==> config.mk <==
export PLATFORM = sky130hd
export DESIGN_NAME = capsel_front
export DESIGN_NICKNAME = d
export VERILOG_FILES = /design/src/rtl/capsel_front.sv
export SDC_FILE = /design/constraint.sdc
export NUM_CORES = 1
export LEC_CHECK = 0
export BUFFER_PORTS_ARGS = -buffer_cell sky130_fd_sc_hd__buf_4
export CAP_MARGIN = 10
export CORE_ASPECT_RATIO = 1.2
export CORE_MARGIN = 2
export CORE_UTILIZATION = 45
export CTS_CLUSTER_SIZE = 10
export DETAILED_ROUTE_END_ITERATION = 16
export GPL_ROUTABILITY_DRIVEN = 0
export PLACE_DENSITY = 0.75
export SLEW_MARGIN = 20
export SYNTH_ARGS = -nofsm -noshare
export SYNTH_HDL_FRONTEND = slang
export SYNTH_SLANG_ARGS = --single-unit
==> constraint.sdc <==
create_clock -name clk -period 1.7 [get_ports clk]
set_input_delay 0.085 -clock clk [delete_from_list [all_inputs] [get_ports clk]]
set_output_delay 0.085 -clock clk [all_outputs]
set_load 0.005 [all_outputs]
==> src/rtl/capsel_front.sv <==
module capsel_front #(
  parameter int CNT_W = 16,
  parameter int MODE_W = 3,
  parameter logic [MODE_W-1:0] MODE_FREE = 3'd1,
  parameter logic [MODE_W-1:0] MODE_PWM = 3'd5
) (
  input  logic              clk,
  input  logic              rst_n,
  input  logic              byte_we,
  input  logic [7:0]        wr_data,
  input  logic              bit_we,
  input  logic [2:0]        bit_idx,
  input  logic              bit_val,
  output logic [7:0]        ctl_rd,
  input  logic              count_en,
  input  logic [MODE_W-1:0] mode,
  input  logic [1:0]        cap_pin,
  input  logic [CNT_W-1:0]  count_val,
  output logic [1:0]        cap_stb,
  output logic [CNT_W-1:0]  cap0_val,
  output logic [CNT_W-1:0]  cap1_val,
  output logic              wr_err
);

  logic [3:0] sel_q, sel_nxt;
  logic       req, blocked;
  logic [1:0] sy1, sy2, sy3;
  logic [1:0] rise, fall, hit;
  logic       mode_ok;
  logic [CNT_W-1:0] cap_q [2];

  always_comb begin
    sel_nxt = sel_q;
    req = 1'b0;
    if (byte_we) begin
      sel_nxt = wr_data[3:0];
      req = 1'b1;
    end else if (bit_we && !bit_idx[2]) begin
      sel_nxt[bit_idx[1:0]] = bit_val;
      req = 1'b1;
    end
  end

  assign blocked = req && count_en && (sel_nxt != sel_q);

  always_ff @(posedge clk) begin
    if (!rst_n) begin
      sel_q  <= '0;
      wr_err <= 1'b0;
    end else begin
      if (req && !blocked) sel_q <= sel_nxt;
      if (!count_en)       wr_err <= 1'b0;
      else if (blocked)    wr_err <= 1'b1;
    end
  end

  assign ctl_rd  = {4'b0000, sel_q};
  assign mode_ok = (mode == MODE_FREE) || (mode == MODE_PWM);
  assign rise    = sy2 & ~sy3;
  assign fall    = ~sy2 & sy3;

  for (genvar c = 0; c < 2; c++) begin : g_ch
    assign hit[c] = (sel_q[2*c] & rise[c]) | (sel_q[2*c+1] & fall[c]);

    always_ff @(posedge clk) begin
      if (!rst_n) begin
        cap_stb[c] <= 1'b0;
        cap_q[c]   <= '0;
      end else begin
        cap_stb[c] <= hit[c] & mode_ok;
        if (hit[c] && mode_ok) cap_q[c] <= count_val;
      end
    end
  end

  always_ff @(posedge clk) begin
    if (!rst_n) begin
      sy1 <= '0;
      sy2 <= '0;
      sy3 <= '0;
    end else begin
      sy1 <= cap_pin;
      sy2 <= sy1;
      sy3 <= sy2;
    end
  end

  assign cap0_val = cap_q[0];
  assign cap1_val = cap_q[1];

endmodule

==> impl_metrics.tcl, run 1 <==
set metrics [dict create \
    ios 81 \
    clk_path_buf_depth 2 \
    crit_chain "o221ai_1, a22oi_2, a21o_1, nand3_2" \
    hold_viol 0 \
    cts.clk_slew.worst_paths_ps 70 \
    num_rows 26 \
    ys_seq_area_share_pct 59.73 \
    area_growth_pct 35.68 \
    skew_ps 6.627 \
    cp_max_fo 9 \
    setup_tns_ps 0 \
    synth_top_area_cell "edfxtp_1" \
    holdPathStages 3 \
    period_share_pct 87.97 \
    ant_nets 0 \
    hold_class "input port to flop" \
    critPathCaptureType "flop" \
    grt_usage_pct 17.42 \
    first_pass_iters 4 \
    antenna_found_initial 0 \
    drcViolationCount 0 \
    cts_tree "built" \
    clkLatencyLatePin_ps 290 \
    timing.slew.headroom_pct 65.85 \
    rsz0062_at_grt "false" \
    htreeDepth 2 \
    pre_cts_slack_ps 229.5 \
    syn_area_per_cell_um2 11.82 \
    r2r_slack_ps 200 \
    clock-sinks 45 \
    period_needed_ps 1496 \
    core_area_um2 4327 \
    fillers 369 \
    grt_pass1_wl_um 6706 \
    slew_violations 0 \
    die-width_um 65.53 \
    grt_pass1_vias 1450 \
    hpwl_um 3178 \
    finalPower_w 0.002217 \
    layout-drive-gt1-share_pct 36.90 \
    fp.dieArea_um2 5101 \
    cts.repair.resized 0 \
    layout_setup_ws_ps 204.4 \
    post-cts-setup-buffers 0 \
    fin_nets 289 \
    setup_violations 0 \
    synth_top_area_share_pct 47.00 \
    hp-start "count_en" \
    status "completed" \
    rr_worst_depth 4 \
    netlist_instances 173 \
    vias_per_cell 5.208 \
    synth_cell_types 33 \
    reg2reg_from "sel_q[3]" \
    wire_per_inst_um 14.01 \
    crit_path_start_kind "flop" \
    worstPathRequired_ps 1870 \
    peakVddDrop_mv 0.3078 \
    ys_ff_latch 45 \
    tightest_slew_ps 507.0 \
    io_buffers 71 \
    power_density_nw_per_um2 799.3 \
    numCtsBuffers 5 \
    arrival_ps 1670 \
    crit_start "sel_q[3]" \
    regArea_um2 1221 \
    drtIter0Drc 85 \
    antennaDiodeCount 0 \
    maxCapViolations 0 \
    multiInputGateArea_um2 763.2 \
    wl_um 4314 \
    finish.utilization_pct 64.11 \
    overflow 0 \
    synth_area_leaders "edfxtp_1 (47%), dfxtp_1 (13%), and2_1 (12%)" \
    leakage_nw 1.206 \
    syn_area_um2 2044 \
    crit_type "flop to flop" \
    grt_max_degree 22 \
    slowest_delay_ps 470 \
    vias 1604 \
    fmax_mhz 668.6 \
    cts_hold_buf 2 \
    start_util_pct 47.25 \
    yosysWarnings 0 \
    slowest_stage "dfxtp_1" \
    cts_root_buffer "clkbuf_8" \
    die_h_um 77.84 \
]
## flip-flops by register name, summed over array words and instances, names as in the netlist
signal,cells
sy1,2
sy2,2
sel_q,4
sy3,2
cap_q,32
cap_stb,2
wr_err,1
## cells in the final DEF, fill, tap and decap left out, drive strengths merged, types with 5 or more instances in the layout
master	synthesis	routed
nor2	5	5
nand2	7	7
o21ai	7	7
and2	38	38
a21oi	8	8
nand3	12	12
dfxtp	13	13
clkbuf	5	7
edfxtp	32	32
buf	7	78
## final timing paths
| path | endpoint |
|---|---|
| max | sel_q[3] |
| min | wr_err |
| max reg2reg | sel_q[3] |
| min reg2reg | sy2[1] |
## cell usage after synthesis
cell type  instances
a31oi_1            1
and3_1             2
o221ai_2           1
nand4bb_1          2
conb_1             1
nand3_2            3
a211oi_1           4
edfxtp_1          32
buf_2              3
o221ai_1           3
mux2i_1            4
a21o_1             4
nor2b_1            1
clkbuf_1           5
nand3_1            9
a21oi_1            8
nor3b_1            1
a22oi_2            2
and2b_2            1
or4b_4             1
buf_4              4
or2_2              1
o21ai_1            1
inv_1              2
o21ai_0            6
dfxtp_1           13
nand2b_1           1
a32oi_1            4
nand4b_1           1
and2_1            38
nand2_1            7
nor2_1             5
nand3b_1           2
## where the power goes
part	total (W)	switching, W	internal (W)
combinational	0.000342	0.000163	0.000178
clock	0.000614	0.000326	0.000288
sequential	0.00126	0.0000412	0.00122
## cell type report
class / count / area share (%)
tap: 56 / 2.526
clock inverter: 1 / 0.1804
inverter: 2 / 0.2706
clock buffer: 7 / 2.751
sequential: 45 / 44.02
multi-input combinational: 117 / 27.51
timing repair buffer: 80 / 22.73
## stage by stage
stage,cells,area (um2),hold slack (ps)
finish,308,2774,62.85
global route,308,2774,56.42
CTS,308,2774,53.06
detailed placement,298,2673,298.2
global placement,298,2673,297.9
floorplan,176,2056,201.2
## critical path: cells and delay by family (launching register included)
family,cells,cell delay [ps]
AOI/OAI and AO/OA,3,860
DFF,1,470
and+or+nand+nor,1,70
## layer usage
layer	GRT usage (%)	vias to the layer above	wire length (um)
met2	29.80	65	2135
li1	-	778	-
met5	0	-	0
met4	8.958	0	94
met3	3.623	7	266
met1	20.25	754	1817
## cell families (layout without fill, tap and decap cells)
logic type      after synthesis  after routing  synth area share (%)
compound gates               34             34                 11.87
simple gates                 75             75                 22.77
other cells                   1              4                0.1834
mux                           4              4                 1.958
flops                        45             45                 59.73
buf+inv                      14             90                 3.488
No activity file was read; power rests on OpenSTA's default activity.
==> run 2: changes to the inputs <==
--- a/config.mk
+++ b/config.mk
@@ -9,7 +9,7 @@
 export CAP_MARGIN = 10
 export CORE_ASPECT_RATIO = 1.2
 export CORE_MARGIN = 2
-export CORE_UTILIZATION = 45
+export CORE_UTILIZATION = 43
 export CTS_CLUSTER_SIZE = 10
 export DETAILED_ROUTE_END_ITERATION = 16
 export GPL_ROUTABILITY_DRIVEN = 0
==> constraint.sdc (replaced) <==
create_clock -name clk -period 1.2 [get_ports clk]
set_input_delay 0.06 -clock clk [delete_from_list [all_inputs] [get_ports clk]]
set_output_delay 0.06 -clock clk [all_outputs]
set_load 0.005 [all_outputs]
==> run 2 against run 1 <==
Net effect:
- clock skew shrank 1.1 ps
- utilization grew 5.3 points
- the run now ends with setup timing left
- sequential share of layout area shrank 5.2 points
- first-iteration DRC count grew 65%
- critical path type unchanged
- die area grew 4.4%
- sequential power grew 42%
- global-route usage grew 1.4 points
- critical path depth grew 2
- flip-flop and latch count is the same
- clock power grew 76%
==> impl_metrics.tcl, run 2 (synthesized netlist as in run 1, its figures left out) <==
set metrics [dict create \
    skew_ps 5.486 \
    htreeDepth 2 \
    antenna_found_initial 0 \
    holdPathEnd "wr_err" \
    cts_root_buffer "clkbuf_8" \
    fin_nets 310 \
    holdPathStages 3 \
    fp.dieArea_um2 5324 \
    setup_violations 51 \
    cts_tree "built" \
    period_needed_ps 1257 \
    timing.rr.end "sel_q[1]" \
    worstPathRequired_ps 1380 \
    first_pass_iters 4 \
    leakage_nw 1.384 \
    layout_commonest_cell "buf_4" \
    vias_per_cell 5.142 \
    grt_pass1_vias 1634 \
    crit_start "sel_q[2]" \
    clkLatencyLatePin_ps 290 \
    drcViolationCount 0 \
    io_buffers 71 \
    grt_usage_pct 18.86 \
    regMostFlops "cap_q" \
    peakVddDrop_mv 0.8546 \
    hold_viol 0 \
    fmax_mhz 795.6 \
    start_util_pct 44.50 \
    ios 81 \
    finish.utilization_pct 69.42 \
    grt_pass1_wl_um 7548 \
    place_area_um2 2816 \
    period_share_pct 104.7 \
    reg2reg_from "sel_q[2]" \
    maxCapViolations 0 \
    hp-start "count_en" \
    fin_area_um2 3189 \
    fin_cells 331 \
    die_h_um 79.54 \
    wl_um 4988 \
    wire_per_inst_um 15.07 \
    layout_setup_ws_ps -56.85 \
    rsz0062_at_grt "true" \
    grt_max_degree 18 \
    numCtsBuffers 5 \
    status "finished with violations" \
    hold_class "input port to flop" \
    cp_max_fo 8 \
    die-width_um 66.95 \
    core_area_um2 4594 \
    r2r_slack_ps -60 \
    vias 1702 \
    reg_top3 "cap_q: 32 flops, sel_q: 4 flops" \
    clk_path_buf_depth 2 \
    arrival_ps 1440 \
    placed_cells 313 \
    pre_cts_slack_ps -227.3 \
    hpwl_um 3368 \
    ant_nets 0 \
    crit_type "flop to flop" \
    slew_violations 0 \
    num_rows 27 \
    area_growth_pct 56.00 \
    rr_worst_depth 6 \
    violations "setup timing" \
    critPathCaptureType "flop" \
    crit_path_start_kind "flop" \
    clock-sinks 45 \
    largest_reg_flops 32 \
    antennaDiodeCount 0 \
    power_density_nw_per_um2 1109 \
    setup_tns_ps -895.4 \
    layout-drive-gt1-share_pct 57.51 \
    drtIter0Drc 140 \
    cts.clk_slew.worst_paths_ps 80 \
    final_cell_mix "buf_4 (87), edfxtp_1 (32), and2_4 (22)" \
    overflow 0 \
]
[run 2: changes by cell type in the layout (fill, tap and decap cells not counted), sizes merged]
cell    before  now
bufinv       0    1
buf         78   97
clkbuf       7    8
[run 2: how the worst max path moves through the flow]
stage                         endpoint  slack (ps)
after global placement        sel_q[0]        -180
final                         sel_q[1]         -60
after global routing          sel_q[2]        -130
after floorplan           cap_q[0][10]         -40
after CTS                  cap_q[1][4]         -20
after detailed placement      sel_q[0]        -230
[run 2: layout make-up]
class / count / area, um2
clock inverters: 2 / 35.03
fillers: 357 / 1405
multi-input cells: 117 / 882.1
clock buffers: 6 / 72.57
flip-flops and latches: 45 / 1239
inverters: 2 / 7.507
repair buffers: 101 / 880.8
well taps: 58 / 72.57
[run 2: critical path, stage by stage (launching register included)]
cell	delay, ps
dfxtp_4	370
buf_4	120
o221ai_2	80
a22oi_2	220
buf_6	170
a21o_1	130
nand3_2	50
[run 2: per-layer routing]
metal	routed length (um)	GRT usage [%]	up-vias
met2	2635	32.80	63
met4	87	6.735	0
li1	-	-	821
met5	0	0	-
met1	1907	21.63	808
met3	357	5.642	10
[run 2: what timing repair did]
item / in CTS / in global routing
hold endpoints to repair: 2 / 0
cloned: 2 / 2
endpoints found under the setup margin: 53 / 69
pin swaps: 10 / 11
resized for setup: 23 / 23
hold buffers: 2 / 0
buffers inserted: 4 / 0
[run 2: report_power, final]
group / internal (W) / switching (W) / total, W
clock: 0.000617 / 0.000467 / 0.00108
sequential: 0.00174 / 0.0000521 / 0.00179
combinational: 0.000364 / 0.000300 / 0.000664
total: 0.00272 / 0.000819 / 0.00354
[run 2: per-stage QoR]
| step | power, W | hold WS (ps) |
|---|---|---|
| global route | 0.003717 | 41.31 |
| global placement | 0.002355 | 270.5 |
| floorplan | 0.002043 | 176.2 |
| CTS | 0.003529 | 24.51 |
| finish | 0.003536 | 34.20 |
| detailed placement | 0.002366 | 271.9 |
==> run 3: changes to the inputs <==
--- a/config.mk
+++ b/config.mk
@@ -5,15 +5,17 @@
 export SDC_FILE = /design/constraint.sdc
 export NUM_CORES = 1
 export LEC_CHECK = 0
+export ABC_AREA = 1
 export BUFFER_PORTS_ARGS = -buffer_cell sky130_fd_sc_hd__buf_4
 export CAP_MARGIN = 10
 export CORE_ASPECT_RATIO = 1.2
 export CORE_MARGIN = 2
-export CORE_UTILIZATION = 43
+export CORE_UTILIZATION = 45
 export CTS_CLUSTER_SIZE = 10
 export DETAILED_ROUTE_END_ITERATION = 16
 export GPL_ROUTABILITY_DRIVEN = 0
-export PLACE_DENSITY = 0.75
+export MAX_ROUTING_LAYER = met4
+export PLACE_DENSITY = 0.76
 export SLEW_MARGIN = 20
 export SYNTH_ARGS = -nofsm -noshare
 export SYNTH_HDL_FRONTEND = slang
==> constraint.sdc (replaced) <==
create_clock -name clk -period 1.45 [get_ports clk]
set_input_delay 0.0725 -clock clk [delete_from_list [all_inputs] [get_ports clk]]
set_output_delay 0.0725 -clock clk [all_outputs]
set_load 0.005 [all_outputs]
==> run 3 against run 2 <==
Net effect:
- the flow now finishes without violations
- setup slack better by 190 ps
- routed wire length is 27% lower
- count of clock-buffer cells in the layout is 1 lower
- non-clock buffer count is 19 lower
- final area is 14% lower
- clock power is 18% lower
- synthesized area is 4.8% lower
- clock skew is 3.3 ps higher
- critical path depth is 1 higher
- via count is 12% lower
- critical path type unchanged
- largest power group unchanged
==> impl_metrics.tcl, run 3 <==
set metrics [dict create \
    status "completed" \
    seq_power_share_pct 53.4 \
    wl_um 3658 \
    clock-sinks 45 \
    fillers 348 \
    grt_pass1_wl_um 6196 \
    worstPathRequired_ps 1590 \
    regMostFlops "cap_q" \
    synth_flop_cell "edfxtp_1" \
    io_buffers 71 \
    synth_top_area_cell "edfxtp_1" \
    slew_violations 0 \
    synth_cell_types 23 \
    yosysMostFrequentCell "nor2_1" \
    leakage_nw 1.358 \
    period_share_pct 90.92 \
    synth_area_leaders "edfxtp_1 (49%), dfxtp_1 (13%), nor2_1 (7.7%)" \
    setup_violations 0 \
    first_pass_iters 4 \
    cts_root_buffer "clkbuf_8" \
    grt_use_met2_pct 28.85 \
    fmax_mhz 758.5 \
    hold_class "input port to flop" \
    die-width_um 64.05 \
    grt_usage_pct 16.76 \
    clk_path_buf_depth 2 \
    cts_tree "built" \
    vias_per_cell 4.339 \
    power_density_nw_per_um2 999.9 \
    wire_per_inst_um 10.60 \
    reg_top3 "cap_q: 32 flops, sel_q: 4 flops" \
    numCtsBuffers 5 \
    reg2reg_from "sel_q[0]" \
    overflow 0 \
    area_growth_pct 40.87 \
    ios 81 \
    swShare_pct 21.66 \
    hold_ws_ps 22.24 \
    fp.dieArea_um2 4871 \
    start_util_pct 46.39 \
    grt_pass1_vias 1407 \
    hp-start "count_en" \
    crit_start "sel_q[0]" \
    intPower_w 0.002149 \
    setup_tns_ps 0 \
    die_h_um 76.06 \
    grt_max_degree 17 \
    yosysWarnings 0 \
    period_needed_ps 1318 \
    synthTopCellsByCount "nor2_1 (40), inv_1 (34), edfxtp_1 (32), nand2_1 (32), dfxtp_1 (13)" \
    antennaDiodeCount 0 \
    cts.clk_slew.worst_paths_ps 80 \
    p_comb_share_pct 14.1 \
    critPathCaptureType "flop" \
    syn_area_per_cell_um2 9.590 \
    maxCapViolations 0 \
    syn_area_um2 1947 \
    async_reset_ff_share_pct 0 \
    post-cts-setup-buffers 0 \
    rsz0062_at_grt "false" \
    cp_max_fo 7 \
    fin_nets 326 \
    hpwl_um 2796 \
    htreeDepth 2 \
    core_area_um2 4197 \
    peakVddDrop_mv 0.6474 \
    final_cell_mix "buf_4 (78), nor2_1 (40), inv_1 (34)" \
    p_clk_share_pct 32.5 \
    synth_top_area_share_pct 49.36 \
    r2r_slack_ps 130 \
    synth_edf_count 32 \
    ys_seq_area_share_pct 62.72 \
    antenna_found_initial 0 \
    ys_ff_latch 45 \
    drcViolationCount 0 \
    ant_nets 0 \
    clkLatencyLatePin_ps 290 \
    crit_path_start_kind "flop" \
    drtIter0Drc 49 \
    met3_usage_pct 4.284 \
    layout_commonest_cell "buf_4" \
    p_switching_w 0.0005940 \
    skew_ps 8.739 \
    use_met1_pct 18.87 \
    largest_reg_flops 32 \
    top_usage_layer "met2" \
    vias 1497 \
    arrival_ps 1460 \
    hold_viol 0 \
    layout-drive-gt1-share_pct 38.06 \
    num_rows 26 \
    crit_type "flop to flop" \
    netlist_instances 203 \
]
run 3: stage by stage:
stage / total power, W / util (%) / std cells / worst slack [ps] / cell area, um2
final: 0.002742 / 65.35 / 345 / 131.7 / 2743
after global routing: 0.002862 / 65.35 / 345 / 9.961 / 2743
after CTS: 0.002765 / 65.30 / 345 / 53.31 / 2740
after detailed placement: 0.001880 / 62.19 / 335 / 99.30 / 2610
after floorplan: 0.001670 / - / 206 / 36.50 / 1958
after global placement: 0.001872 / 62.19 / 335 / 142.3 / 2610
run 3: repair_timing:
item,in CTS,in global routing
gates resized for setup,0,2
hold buffers,2,0
hold endpoints to repair,2,0
setup endpoints to repair,0,14
run 3: power by group through the flow:
stage	sequential, W	combinational [W]	clock [W]
final	0.00146	0.000388	0.000890
after global routing	0.00147	0.000432	0.000958
after CTS	0.00146	0.000392	0.000909
after detailed placement	0.00149	0.000387	0
after global placement	0.00149	0.000380	0
after floorplan	0.00150	0.000171	0
run 3: cells by family after synthesis:
family / synth area share (%)
other cells: 0.1926
compound gates: 2.763
buf+inv: 9.319
flops: 62.72
simple gates: 25.00
run 3: layer usage:
metal	part of all wire, %	vias up
li1	-	793
met1	39	651
met5	0	-
met4	1.3	0
met2	53	48
met3	6.3	5
run 3: critical path: stages, from the launching register on:
cell	delay (ps)
dfxtp_2	360
inv_1	70
o21ai_0	150
nand3b_1	130
nor2_1	130
inv_1	70
buf_4	160
nor2_1	110
run 3: layout make-up:
cell class | count | area [um2] | area share, %
sequential | 45 | 1224 | 44.62
multi-input combinational | 118 | 555.5 | 20.26
clock buffer | 5 | 68.82 | 2.509
clock inverter | 3 | 41.29 | 1.505
inverter | 36 | 137.6 | 5.018
tap | 56 | 70.07 | 2.555
timing repair buffer | 82 | 645.6 | 23.54
run 3: path summary, 6_finish.rpt:
kind / endpoint / depth (start not counted)
max: cap_q[0][13] / 7
min: wr_err / 3
max reg2reg: cap_q[0][13] / 7
min reg2reg: sy2[1] / 2
